**config.mk**
```make
export PLATFORM = sky130hd
export DESIGN_NAME = hcomm_regs
export DESIGN_NICKNAME = d
export VERILOG_FILES = /design/src/rtl/hcomm_pkg.sv /design/src/rtl/hcomm_txbuf.sv /design/src/rtl/hcomm_rxbuf.sv /design/src/rtl/hcomm_irq.sv /design/src/rtl/hcomm_regs.sv
export SDC_FILE = /design/constraint.sdc
export NUM_CORES = 1
export LEC_CHECK = 0
export BUFFER_PORTS_ARGS = -buffer_cell sky130_fd_sc_hd__buf_2
export CORE_MARGIN = 2
export CORE_UTILIZATION = 50
export CTS_CLUSTER_SIZE = 14
export DETAILED_ROUTE_END_ITERATION = 7
export GPL_TIMING_DRIVEN = 0
export PLACE_DENSITY = 0.75
export SYNTH_ARGS = -nofsm -noshare
export SYNTH_HDL_FRONTEND = slang
export SYNTH_HIERARCHICAL = 1
export SYNTH_SLANG_ARGS = --single-unit
```
**constraint.sdc**
```tcl
create_clock -name clk -period 1.9 [get_ports clk]
set_input_delay 0.38 -clock clk [delete_from_list [all_inputs] [get_ports clk]]
set_output_delay 0.38 -clock clk [all_outputs]
set_load 0.02 [all_outputs]
```
**src/rtl/hcomm_pkg.sv**
```systemverilog
package hcomm_pkg;
  // byte offsets of the register window
  localparam logic [7:0] OFS_DATA = 8'h10;
  localparam logic [7:0] OFS_CTRL = 8'h14;
  localparam logic [7:0] OFS_INTC = 8'h18;

  // status bit positions (bits 7:4 are the gated causes)
  localparam int ST_OBF    = 0;
  localparam int ST_IBF    = 1;
  localparam int ST_IRQ    = 3;
  localparam int ST_SENT   = 4;
  localparam int ST_ARRV   = 5;
  localparam int ST_TBC    = 6;
  localparam int ST_PROC   = 7;

  // interrupt control bit positions
  localparam int NUM_CAUSE = 4;
  localparam int IC_CLR_SENT = 4;
  localparam int IC_CLR_ARRV = 5;
  localparam int IC_CLR_PROC = 6;

  // control bit positions
  localparam int CT_RST = 0;
  localparam int CT_FLAG_LO = 1;
endpackage

```
**src/rtl/hcomm_txbuf.sv**
```systemverilog
module hcomm_txbuf #(
  parameter int DW = 32
) (
  input  logic          clk,
  input  logic          rst,
  input  logic          load,
  input  logic [DW-1:0] load_word,
  input  logic          take,
  input  logic          clr_sent,
  output logic          full,
  output logic [DW-1:0] word,
  output logic          sent_ev
);
  always_ff @(posedge clk) begin
    if (rst) begin
      full <= 1'b0;
      word <= '0;
    end else if (full && take) begin
      full <= 1'b0;
    end else if (load && !full) begin
      full <= 1'b1;
      word <= load_word;
    end
  end

  always_ff @(posedge clk) begin
    if (rst)                sent_ev <= 1'b0;
    else if (full && take)  sent_ev <= 1'b1;
    else if (clr_sent)      sent_ev <= 1'b0;
  end

  AST_FULL_WRITE_IGNORED: assert property (@(posedge clk) disable iff (rst)
    (full && load) |=> $stable(word));
  AST_TAKE_EMPTIES: assert property (@(posedge clk) disable iff (rst)
    (full && take) |=> (!full && sent_ev));
endmodule

```
**src/rtl/hcomm_rxbuf.sv**
```systemverilog
module hcomm_rxbuf #(
  parameter int DW = 32
) (
  input  logic          clk,
  input  logic          rst,
  input  logic          arrive,
  input  logic [DW-1:0] arrive_word,
  input  logic          host_rd,
  input  logic          clr_arrv,
  output logic          full,
  output logic [DW-1:0] word,
  output logic          arrv_ev
);
  logic accept;
  assign accept = arrive && !full;

  always_ff @(posedge clk) begin
    if (rst) begin
      full <= 1'b0;
      word <= '0;
    end else if (accept) begin
      full <= 1'b1;
      word <= arrive_word;
    end else if (host_rd) begin
      full <= 1'b0;
    end
  end

  always_ff @(posedge clk) begin
    if (rst)           arrv_ev <= 1'b0;
    else if (accept)   arrv_ev <= 1'b1;
    else if (clr_arrv) arrv_ev <= 1'b0;
  end

  AST_FULL_KEEPS_WORD: assert property (@(posedge clk) disable iff (rst)
    (full && !host_rd) |=> (full && $stable(word)));
  AST_READ_EMPTIES: assert property (@(posedge clk) disable iff (rst)
    (full && host_rd) |=> !full);
endmodule

```
**src/rtl/hcomm_irq.sv**
```systemverilog
module hcomm_irq
  import hcomm_pkg::*;
(
  input  logic                 clk,
  input  logic                 rst,
  input  logic                 ic_wr,
  input  logic [NUM_CAUSE-1:0] ic_en_in,
  input  logic                 clr_proc,
  input  logic                 mod_req,
  input  logic [NUM_CAUSE-1:0] causes_raw,
  output logic [NUM_CAUSE-1:0] enables,
  output logic                 proc_sticky,
  output logic                 host_irq
);
  logic [NUM_CAUSE-1:0] causes;

  always_ff @(posedge clk) begin
    if (rst)        enables <= '0;
    else if (ic_wr) enables <= ic_en_in;
  end

  always_ff @(posedge clk) begin
    if (rst)                   proc_sticky <= 1'b0;
    else if (mod_req)          proc_sticky <= 1'b1;
    else if (ic_wr && clr_proc) proc_sticky <= 1'b0;
  end

  // the top cause position is the latched module request
  always_comb begin
    causes = causes_raw;
    causes[NUM_CAUSE-1] = proc_sticky;
  end

  always_ff @(posedge clk) begin
    if (rst) host_irq <= 1'b0;
    else     host_irq <= |(causes & enables);
  end

  AST_PROC_HOLDS: assert property (@(posedge clk) disable iff (rst)
    (proc_sticky && !(ic_wr && clr_proc)) |=> proc_sticky);
  AST_MASKED_QUIET: assert property (@(posedge clk) disable iff (rst)
    (enables == '0 && !ic_wr) |=> !host_irq);
endmodule

```
**src/rtl/hcomm_regs.sv**
```systemverilog
module hcomm_regs
  import hcomm_pkg::*;
#(
  parameter int DW = 32,
  parameter int AW = 8,
  parameter int FLAG_PINS = 3
) (
  input  logic                 clk,
  input  logic                 rst,
  input  logic                 bus_wr,
  input  logic                 bus_rd,
  input  logic [AW-1:0]        bus_addr,
  input  logic [DW-1:0]        bus_wdata,
  output logic [DW-1:0]        bus_rdata,
  output logic                 tx_valid,
  output logic [DW-1:0]        tx_data,
  input  logic                 tx_take,
  input  logic                 rx_arrive,
  input  logic [DW-1:0]        rx_data,
  output logic                 rx_ready,
  input  logic                 mod_irq_req,
  input  logic                 tbc_irq,
  output logic                 site_rst_pull,
  output logic [FLAG_PINS-1:0] flag_pull,
  output logic                 nmi_pull,
  output logic                 host_irq
);
  localparam int CT_NMI = CT_FLAG_LO + FLAG_PINS;

  logic sel_data, sel_ctrl, sel_intc;
  assign sel_data = (bus_addr == AW'(OFS_DATA));
  assign sel_ctrl = (bus_addr == AW'(OFS_CTRL));
  assign sel_intc = (bus_addr == AW'(OFS_INTC));

  logic ic_wr;
  assign ic_wr = bus_wr && sel_intc;

  logic          tx_full, sent_ev, rx_full, arrv_ev, proc_sticky;
  logic [DW-1:0] rx_word;
  logic [NUM_CAUSE-1:0] enables;

  hcomm_txbuf #(.DW(DW)) u_tx (
    .clk(clk), .rst(rst),
    .load(bus_wr && sel_data), .load_word(bus_wdata),
    .take(tx_take), .clr_sent(ic_wr && bus_wdata[IC_CLR_SENT]),
    .full(tx_full), .word(tx_data), .sent_ev(sent_ev)
  );

  hcomm_rxbuf #(.DW(DW)) u_rx (
    .clk(clk), .rst(rst),
    .arrive(rx_arrive), .arrive_word(rx_data),
    .host_rd(bus_rd && sel_data), .clr_arrv(ic_wr && bus_wdata[IC_CLR_ARRV]),
    .full(rx_full), .word(rx_word), .arrv_ev(arrv_ev)
  );

  hcomm_irq u_irq (
    .clk(clk), .rst(rst),
    .ic_wr(ic_wr), .ic_en_in(bus_wdata[NUM_CAUSE-1:0]),
    .clr_proc(bus_wdata[IC_CLR_PROC]), .mod_req(mod_irq_req),
    .causes_raw({1'b0, tbc_irq, arrv_ev, sent_ev}),
    .enables(enables), .proc_sticky(proc_sticky), .host_irq(host_irq)
  );

  assign tx_valid = tx_full;
  assign rx_ready = !rx_full;

  // control pins: registered straight from the write
  always_ff @(posedge clk) begin
    if (rst) begin
      site_rst_pull <= 1'b1;
      flag_pull     <= '0;
      nmi_pull      <= 1'b0;
    end else if (bus_wr && sel_ctrl) begin
      site_rst_pull <= bus_wdata[CT_RST];
      flag_pull     <= bus_wdata[CT_FLAG_LO +: FLAG_PINS];
      nmi_pull      <= bus_wdata[CT_NMI];
    end
  end

  logic [DW-1:0] status;
  always_comb begin
    status          = '0;
    status[ST_OBF]  = tx_full;
    status[ST_IBF]  = rx_full;
    status[ST_IRQ]  = host_irq;
    status[ST_SENT] = sent_ev;
    status[ST_ARRV] = arrv_ev;
    status[ST_TBC]  = tbc_irq;
    status[ST_PROC] = proc_sticky;
  end

  always_ff @(posedge clk) begin
    if (rst)                      bus_rdata <= '0;
    else if (bus_rd && sel_data)  bus_rdata <= rx_word;
    else if (bus_rd && sel_ctrl)  bus_rdata <= status;
    else if (bus_rd && sel_intc)  bus_rdata <= DW'(enables);
    else if (bus_rd)              bus_rdata <= '0;
  end

  AST_CTRL_NMI_FOLLOWS: assert property (@(posedge clk) disable iff (rst)
    (bus_wr && sel_ctrl) |=> (nmi_pull == $past(bus_wdata[CT_NMI])));
  AST_RDATA_UNMAPPED_ZERO: assert property (@(posedge clk) disable iff (rst)
    (bus_rd && !sel_data && !sel_ctrl && !sel_intc) |=> (bus_rdata == '0));
endmodule

```
# Yosys cells after proc, flatten, opt, wreduce, memory -nomap -nowiden
# Index checks and enable logic that the tools add are counted.
# Widths: inputs -> output; s select.
[op_classes] reduce_logical=22 n_eq_ne=3 n_bitwise=2 mux=12
[ops] operator="$mux 32" count=4
[ops] operator="$eq 8x5->1 const B" count=3
[ops] operator="$logic_and 1x1->1" count=12
[ops] operator="$mux 1" count=8
[ops] operator="$reduce_bool 2->1" count=4
[ops] operator="$and 4x4->4" count=1
[ops] operator="$reduce_bool 4->1" count=1
[ops] operator="$reduce_or 4->1" count=1
[ops] operator="$logic_not 1->1" count=2
[ops] operator="$reduce_and 2->1" count=1
[ops] operator="$reduce_or 2->1" count=1
[ops] operator="$not 1->1" count=1
[word_totals] in_bits=80 wordCells=52 out_inout_bits=72 ff_bits=111

# Depth between registers and ports, before layout
# Gate-level depths: netlist of the first run.
[depth] ltp_word=5 mapped_depth=6 depth_no_buf=5

# By module
# Netlist of the first run, hierarchy kept.
[by_module_without_submodules] mod="hcomm_rxbuf" area_each_um2=1561.5 cells_each=152 instances=1
[by_module_without_submodules] mod="hcomm_txbuf" area_each_um2=1554.0 cells_each=152 instances=1
[by_module_without_submodules] mod="hcomm_regs" area_each_um2=1541.5 cells_each=140 instances=1
[by_module_without_submodules] mod="hcomm_irq" area_each_um2=227.7 cells_each=20 instances=1

# Least setup slack after synthesis of the first run
# No wires, ideal clock.
[synth_path] path_kind="input -> register" start="in bus_addr[5]" end="reg u_tx.word[0]" path_buffers=1 t_arrival_ns=1.664 path_stages=6 required_time_ns=1.782 setup_ns=0.118 path_slack_ns=0.119 path_cell_list="nor4b_4 -> and2_2 -> and3b_1 -> nor2b_4 -> buf_6 -> o21ai_1"
[synth_between] elab_chain_len=4
[synth_rtl] element="from (decl)" line_no="hcomm_regs.sv:12" source="input logic [AW-1:0] bus_addr,"
[synth_rtl] element="$eq 8x5->1" line_no="hcomm_regs.sv:31" source="assign sel_data = (bus_addr == AW'(OFS_DATA));"
[synth_rtl] element="$logic_and 1x1->1" line_no="hcomm_regs.sv:44" source=".load(bus_wr && sel_data), .load_word(bus_wdata),"
[synth_rtl] element="$logic_and 1x1->1" line_no="hcomm_txbuf.sv:20" source="end else if (load && !full) begin"
[synth_rtl] element="$reduce_and 2->1 (no line)"
[synth_rtl] element="to (signal assigned)" line_no="hcomm_txbuf.sv:22" source="word <= load_word;"
[synth_rtl] element="to (decl)" line_no="hcomm_txbuf.sv:11" source="output logic [DW-1:0] word,"
# Every way passes these cells.
# A chain may end at the register's enable or synchronous reset.

# Worst setup path after layout of the first run
[layout_path] start="reg u_tx.full" end="out tx_valid"
[layout_lines] element="from (decl)" line_no="hcomm_txbuf.sv:10" source="output logic full,"
[layout_lines] element="from (signal assigned)" line_no="hcomm_txbuf.sv:16" source="full <= 1'b0;"
[layout_lines] element="from (signal assigned)" line_no="hcomm_txbuf.sv:19" source="full <= 1'b0;"
[layout_lines] element="from (signal assigned)" line_no="hcomm_txbuf.sv:21" source="full <= 1'b1;"
[layout_lines] element="to (decl)" line_no="hcomm_regs.sv:15" source="output logic tx_valid,"
# No word-level cell between the ends.

==> metrics.csv, run 1 <==
stage;metric;value;unit
clock_network;cts_buffer_depth;2;
layout;antenna_cells_inserted;0;
power;peakVddDrop;0.364;mV
worst_setup_path;regToRegSetupSlack;690;ps
clock_network;cts_num_sinks;111;
floorplanning;floorplan.io_pins;152;
min_path;startpoint_of_the_lowest_slack_hold_path;mod_irq_req;
clock_network;htree_num_levels;3;
timing;rsz0062_at_grt;no;
worst_setup_path;timing.critical_path.max_delay_family;flip-flops;
drt;avg_wl_per_cell;15.3;µm
worst_setup_path;timing.critical_path.fanout_max;10;
status;outcome;finished clean;
placement;io_buffers;151;
power;cell_leakage_power;2.49;nW
layout;drive_gt1_share;36.6;%
min_path;min_path_type;primary input to flip-flop;
drt;drt-initial-drc-count;90;
clock_network;post-cts-setup-buffers;0;
grt;grt_pass1_vias;3715;
synth;yosysWarnings;6;
drt;routed_wl;11.7;mm
clock_network;postCtsHoldBufs;0;
worst_setup_path;setup.worst_path.start_class;flip-flop;
grt;gr-total-overflow;0;
drt;routed-via-count;4022;
floorplanning;row_count;36;
layout;syn2layout_area_growth;23.1;%
floorplanning;fp.dieW;103;µm
synth;netlist_instances;463;
timing;finalHoldViolCount;0;
run;max-cap-violations;0;
timing;timing.final.max_slew_violations;0;
drt;avgViaCountPerCell;5.26;
worst_setup_path;rr_startpoint;u_rx/full;
power;power.total;4.20;mW
worst_setup_path;criticalPathCategory;flip-flop to primary output;
floorplanning;floorplan.core_area;9640;µm²
drt;drt_pre_antenna_iters;4;
timing;max_freq;0.632;GHz
synth;syn_nets;543;
clock_network;cts_buffers;9;
min_path;worstHoldPathCells;2;
worst_setup_path;reg2regPathDepth;3;
power;power.density_cell_area;699;nW/µm²
drt;drt_drc_violations_left;0;
worst_setup_path;critPathBufInv;1;
layout;nets;706;
floorplanning;die_y;103;µm
placement;gpl_congestion;0.882;
worst_setup_path;cp_slowest_cell;dfxtp_1;
worst_setup_path;timing.critical_path.slowest_cell_delay;590;ps
placement;pre_cts_setup_slack;-301;ps
timing;worstMarginPinSlew;518;ps
worst_setup_path;cp.required;1520;ps
grt;global_route.usage.total;21.7;%
worst_setup_path;worst_ep_arrival_time;1200;ps
clock_network;worst_setup_hold_path_clk_slew;100;ps
floorplanning;dieArea;10600;µm²
timing;fin_worst_skew;13.9;ps
timing;timing.max_slew.rel_slack;65.2;%
worst_setup_path;worst_setup_path_end_kind;primary output;
clock_network;post_cts_resized;0;
synth;syn_area_cell;10.5;µm²
synth;post_synthesis_cell_area;4880;µm²
worst_setup_path;reg2reg_to;u_rx/word[1];
drt;route.antenna.remaining_nets;0;
floorplanning;start_util;50.6;%
timing;finalSetupViolCount;0;
clock_network;tritoncts;built;
timing;postLayoutSetupSlackWorst;317;ps
grt;grt_pass1_wl;18.2;mm
clock_network;cts_root_buffer;clkbuf_8;
grt;number_of_antenna_violations_at_the_first_check_in_global_routing;0;
worst_setup_path;critical_path.cell_chain;buf_2;
min_path;worst_hold_path.endpoint;u_irq/proc_sticky;
timing;final.period_utilization;83.3;%
clock_network;clk_lat_worst_skew;370;ps
timing;post-route-min-period;1580;ps
placement;dp_hpwl;8.70;mm
grt;grt_max_degree;22;
-- area by class of cell --
cell class,count,area (µm²)
sequential,111,2220
timing repair buffer,152,763
multi-input combinational,304,2360
clock inverter,7,72.6
tap,133,166
buffer,44,287
fill,848,3630
clock buffer,9,124
inverter,4,15.0
-- through the flow --
| stage | area [µm²] | cells | util, % | TNS [ps] | hold WS (ps) |
|---|---|---|---|---|---|
| floorplan | 4880 | 463 | - | 0 | 440 |
| global placement | 5800 | 747 | 60.2 | -7830 | 448 |
| detailed placement | 5800 | 747 | 60.2 | -9290 | 450 |
| CTS | 6000 | 763 | 62.2 | 0 | 225 |
| global route | 6010 | 764 | 62.3 | 0 | 225 |
| finish | 6010 | 764 | 62.3 | 0 | 240 |
-- per-layer routing --
| metal | vias to the layer above | global-route usage, % | share of wire, % |
|---|---|---|---|
| met3 | 9 | 4.07 | 6.0 |
| met5 | - | 0 | 0 |
| met2 | 112 | 36.4 | 48 |
| li1 | 2006 | - | - |
| met1 | 1895 | 28.4 | 46 |
| met4 | 0 | 6.78 | 0.81 |
-- power breakdown --
part           internal (mW)  switching [mW]
logic                  0.205           0.196
clock network          0.519           0.871
registers               2.38          0.0327
-- worst max-delay path by stage --
stage                               end  slack, ps   startpoint  cells past startpoint
after detailed placement   u_tx/word[6]       -300  bus_addr[5]                      7
after CTS                  u_tx/word[6]         90  bus_addr[5]                      7
after global routing      u_tx/word[27]        200  bus_addr[1]                      7
final                          tx_valid        320    u_tx/full                      1
after floorplan            u_tx/word[0]        120  bus_addr[5]                      6
after global placement    u_tx/word[21]       -250  bus_addr[5]                      7
-- placed cells by master, fill, tap and decap left out, types with 10 or more instances in the layout --
| cell | n |
|---|---|
| a22o_2 | 15 |
| buf_2 | 163 |
| buf_6 | 10 |
| clkbuf_1 | 15 |
| dfxtp_1 | 111 |
| mux2i_1 | 12 |
| nand2b_1 | 81 |
| nand4bb_1 | 64 |
| nor2_1 | 10 |
| o21ai_1 | 52 |
-- registers in the layout, indices dropped and copies added (netlist names) --
| name | flops |
|---|---|
| u_irq/enables | 4 |
| u_tx/full | 1 |
| u_irq/proc_sticky | 1 |
| flag_pull | 3 |
| u_rx/arrv_ev | 1 |
| nmi_pull | 1 |
| bus_rdata | 32 |
| u_irq/host_irq | 1 |
| u_rx/full | 1 |
| u_rx/word | 32 |
| u_tx/sent_ev | 1 |
| u_tx/word | 32 |
| site_rst_pull | 1 |
No activity file was read; power rests on OpenSTA's default activity.
==> run 2: changes to the inputs <==
Settings changed: ABC_AREA from default to 1, PLACE_DENSITY 0.75 to 0.76.
Clock period 1.9 ns to 1.5 ns, I/O delays scaled along.
==> metrics.csv, run 2 <==
stage;metric;value;unit
synth;syn_area_cell;6.81;µm²
status;outcome;finished clean;
synth;syn_nets;775;
grt;number_of_antenna_violations_at_the_first_check_in_global_routing;0;
floorplanning;row_count;35;
grt;gr-usage-met1;27.6;%
floorplanning;dieArea;10300;µm²
layout;mostFrequentLayoutCells;172 x nand2_1, 159 x buf_2, 145 x nor2_1;
grt;global_route.usage.total;22.2;%
grt;grt_util_met3;4.28;%
worst_setup_path;setup.worst_path.start_class;flip-flop;
drt;routed_wl;11.7;mm
timing;finalHoldViolCount;0;
placement;pre_cts_setup_slack;-309;ps
clock_network;postCtsHoldBufs;0;
synth;yosysWarnings;6;
clock_network;htree_num_levels;3;
worst_setup_path;worst_ep_arrival_time;1120;ps
layout;antenna_cells_inserted;0;
placement;io_buffers;149;
drt;drt_drc_violations_left;0;
synth;netlist_instances;695;
placement;gpl_congestion;0.842;
floorplanning;floorplan.io_pins;152;
timing;final.period_utilization;94.8;%
grt;gr-usage-met2;39.0;%
layout;final_area;5940;µm²
clock_network;cts_root_buffer;clkbuf_8;
power;peakVddDrop;0.470;mV
clock_network;cts_buffer_depth;2;
timing;fin_worst_skew;16.2;ps
layout;fin_cells;979;
layout;syn2layout_area_growth;25.6;%
placement;postPlaceCellArea;5620;µm²
timing;timing.max_slew.rel_slack;67.6;%
grt;grt_max_degree;21;
floorplanning;start_util;51.4;%
grt;grt_pass1_wl;18.4;mm
floorplanning;fp.dieW;101;µm
timing;worstMarginPinSlew;487;ps
min_path;min_path_type;primary input to flip-flop;
floorplanning;floorplan.core_area;9200;µm²
layout;nets;943;
clock_network;cts_buffers;9;
layout;fillers;855;
grt;grt_pass1_vias;4087;
clock_network;cts_num_sinks;111;
clock_network;tritoncts;built;
power;power.total;5.50;mW
layout;top_regs;bus_rdata (32), u_rx/word (32), u_tx/word (32);
floorplanning;die_y;101;µm
layout;final_common_cell;nand2_1;
grt;busiest_layer;met2;
timing;max_freq;0.703;GHz
timing;worst_hold_slack;153;ps
clock_network;clk_lat_worst_skew;360;ps
timing;post-route-min-period;1420;ps
power;power.density_cell_area;926;nW/µm²
drt;drt_pre_antenna_iters;4;
clock_network;worst_setup_hold_path_clk_slew;110;ps
drt;routed-via-count;4686;
synth;post_synthesis_cell_area;4730;µm²
power;cell_leakage_power;3.17;nW
timing;setup_tns;0;ps
timing;finalSetupViolCount;0;
layout;drive_gt1_share;24.4;%
worst_setup_path;timing.critical_path.fanout_max;5;
timing;timing.final.max_slew_violations;0;
drt;avgViaCountPerCell;4.79;
drt;avg_wl_per_cell;11.9;µm
run;max-cap-violations;0;
drt;route.antenna.remaining_nets;0;
worst_setup_path;cp.required;1200;ps
placement;placed_cells;955;
drt;drt-initial-drc-count;140;
layout;layout.core_utilization;64.6;%
worst_setup_path;criticalPathCategory;flip-flop to primary output;
placement;dp_hpwl;8.96;mm
worst_setup_path;worst_setup_path_end_kind;primary output;
grt;gr-total-overflow;0;
timing;postLayoutSetupSlackWorst;77.7;ps
## run 2: routing by layer
layer	part of all wire, %	up-vias
met5	0	-
met2	48	144
met1	44	2090
met3	6.5	14
met4	1.4	0
li1	-	2438
## run 2: worst paths after layout
| check | start | end | slack, ps | cells after the start |
|---|---|---|---|---|
| setup / recovery | u_rx/full | rx_ready | 80 | 2 |
| hold / removal | mod_irq_req | u_irq/proc_sticky | 150 | 3 |
| setup reg to reg | u_rx/full | u_rx/full | 260 | 4 |
| hold reg to reg | u_rx/word[17] | bus_rdata[17] | 460 | 2 |
## run 2: repair_timing
item,in CTS,in global routing
hold endpoints to repair,0,0
buffers inserted,0,5
setup endpoints to repair,0,30
gates resized for setup,0,21
## run 2: worst max-delay path, stage by stage, from the launching register on
cell,delay [ps]
dfxtp_1,530
inv_1,60
buf_2,160
## run 2: area by class of cell
| type | count | area, µm² | share of cell area [%] |
|---|---|---|---|
| timing repair buffer | 157 | 817 | 13.8 |
| clock buffer | 9 | 124 | 2.09 |
| tap | 111 | 139 | 2.34 |
| clock inverter | 7 | 87.6 | 1.47 |
| buffer | 36 | 249 | 4.19 |
| sequential | 111 | 2220 | 37.4 |
| inverter | 96 | 368 | 6.19 |
| multi-input combinational | 452 | 1930 | 32.6 |
## run 2: where the power goes
part / switching [mW] / leakage [nW] / internal (mW)
sequential: 0.0531 / 0.903 / 3.03
clock: 1.06 / 0.107 / 0.817
combinational: 0.317 / 2.16 / 0.225
total: 1.43 / 3.17 / 4.07
==> run 3: changes to the inputs <==
Settings changed: ABC_AREA 1 to 0, CORE_UTILIZATION 50 to 51, PLACE_DENSITY 0.76 to 0.77.
==> metrics.csv, run 3 (synthesis results as in run 1) <==
stage;metric;value;unit
layout;drive_gt1_share;36.8;%
floorplanning;row_count;35;
timing;finalHoldViolCount;0;
run;max-cap-violations;0;
timing;post-route-min-period;1440;ps
min_path;startpoint_of_the_lowest_slack_hold_path;mod_irq_req;
timing;timing.final.max_slew_violations;0;
layout;mostFrequentLayoutCells;163 x buf_2, 110 x dfxtp_1, 81 x nand2b_1;
worst_setup_path;reg2reg_to;u_rx/word[17];
worst_setup_path;timing.critical_path.fanout_max;10;
power;power.total;5.37;mW
drt;routed-via-count;4065;
drt;drt_pre_antenna_iters;4;
placement;io_buffers;151;
layout;fin_cells;759;
floorplanning;start_util;52.6;%
min_path;worstHoldPathCells;2;
timing;final.period_utilization;96.2;%
timing;finalSetupViolCount;0;
timing;rsz0062_at_grt;no;
grt;grt_max_degree;19;
layout;nets;706;
worst_setup_path;rr_startpoint;u_rx/full;
placement;gpl_congestion;0.836;
worst_setup_path;timing.critical_path.max_delay_family;simple AND/OR/NAND/NOR gates;
layout;syn2layout_area_growth;23.0;%
worst_setup_path;crit_startpoint;bus_addr[5];
power;peakVddDrop;0.490;mV
worst_setup_path;timing.critical_path.slowest_cell_delay;330;ps
worst_setup_path;worst_ep_arrival_time;1700;ps
clock_network;cts_buffer_depth;2;
clock_network;htree_num_levels;3;
grt;grt_pass1_wl;19.0;mm
floorplanning;die_y;102;µm
min_path;min_path_type;primary input to flip-flop;
placement;postPlaceCellArea;5800;µm²
floorplanning;dieArea;10400;µm²
drt;avg_wl_per_cell;15.7;µm
grt;global_route.usage.total;22.9;%
drt;routed_wl;11.9;mm
power;power.density_cell_area;894;nW/µm²
clock_network;cts_buffers;9;
worst_setup_path;critical_path.cell_chain;buf_2, nor4b_4, and2_4, and3b_2, nor2b_4, buf_6, o21ai_1;
timing;fin_worst_skew;11.1;ps
layout;antenna_cells_inserted;0;
clock_network;postCtsHoldBufs;0;
grt;number_of_antenna_violations_at_the_first_check_in_global_routing;1;
layout;final_area;6000;µm²
layout;final_common_cell;buf_2;
timing;worst_hold_slack;151;ps
clock_network;worst_setup_hold_path_clk_slew;100;ps
placement;placed_cells;743;
placement;dp_hpwl;8.80;mm
layout;top_regs;bus_rdata (32), u_rx/word (32), u_tx/word (32);
status;outcome;finished clean;
worst_setup_path;reg2regPathDepth;3;
clock_network;cts_root_buffer;clkbuf_8;
timing;setup_tns;0;ps
timing;worstMarginPinSlew;468;ps
clock_network;cts_num_sinks;111;
worst_setup_path;cp_slowest_cell;nor4b_4;
worst_setup_path;cp.required;1760;ps
timing;timing.max_slew.rel_slack;68.6;%
worst_setup_path;critPathBufInv;2;
worst_setup_path;setup.worst_path.start_class;primary input;
drt;route.antenna.remaining_nets;0;
floorplanning;fp.dieW;102;µm
grt;grt_pass1_vias;4012;
worst_setup_path;regToRegSetupSlack;300;ps
power;cell_leakage_power;2.50;nW
worst_setup_path;worst_setup_path_end_kind;flip-flop;
timing;max_freq;0.693;GHz
grt;gr-total-overflow;0;
worst_setup_path;criticalPathCategory;primary input to flip-flop;
floorplanning;floorplan.io_pins;152;
min_path;worst_hold_path.endpoint;u_irq/proc_sticky;
drt;drt_drc_violations_left;0;
drt;drt-initial-drc-count;107;
clock_network;tritoncts;built;
floorplanning;floorplan.core_area;9280;µm²
clock_network;clk_lat_worst_skew;370;ps
drt;avgViaCountPerCell;5.36;
==> run 3: cell count changes in the layout (fill, tap and decap cells not counted), moves of 8 or more <==
cell       previous run  this run
nor2_1              145        10
o21ai_1               0        52
a22o_2                0        15
nand2b_1              0        81
o21ai_2               0         8
mux2i_1               0        12
a22o_1                0         9
a21oi_1              38         9
clkbuf_1              5        15
inv_1                92         4
nand4bb_1             0        64
nand2_1             172         1
nand3_1              81         1
==> run 3: how the worst max path moves through the flow <==
stage | to | slack [ps] | cells past startpoint
floorplan | u_tx/word[0] | -180 | 6
global placement | u_tx/word[10] | -530 | 7
detailed placement | u_tx/word[9] | -550 | 7
CTS | u_tx/word[16] | 70 | 7
global route | rx_ready | 6 | 2
finish | u_tx/word[28] | 60 | 7
==> run 3: layout make-up <==
class / count / area, µm²
multi-input combinational: 304 / 2360
inverter: 4 / 15.0
clock buffer: 9 / 124
sequential: 111 / 2220
clock inverter: 6 / 68.8
tap: 129 / 161
timing repair buffer: 152 / 763
fill: 796 / 3280
buffer: 44 / 287
==> run 3: repair_timing <==
item,in CTS,in global routing
resized for setup,1,0
buffers inserted,1,0
endpoints found under the setup margin,34,0
endpoints found under the hold margin,0,0
==> run 3: worst register-to-register path: cells and delay by family, from the launching register on <==
| kind | cells | cell delay, ps |
|---|---|---|
| flip-flops | 1 | 490 |
| buffers and inverters | 1 | 350 |
| AND/OR/NAND/NOR | 1 | 180 |
| AO/OA/AOI/OAI | 1 | 80 |
==> run 3: per-layer routing <==
metal / vias up / part of all wire [%] / track usage, %
li1: 2007 / - / -
met1: 1905 / 44 / 28.5
met2: 132 / 48 / 39.0
met3: 19 / 7.1 / 6.84
met4: 2 / 1.5 / 6.15
met5: - / 0.13 / 0
==> run 3: per-stage QoR <==
stage	util, %	setup WS (ps)
after floorplan	-	-180
after global placement	62.5	-533
after detailed placement	62.5	-551
after CTS	64.6	70.4
after global routing	64.6	5.81
final	64.6	57.2
==> run 3: power by group <==
group          switching [mW]  internal [mW]
registers              0.0390           3.01
logic                   0.247          0.260
clock network            1.04          0.777
total                    1.32           4.05
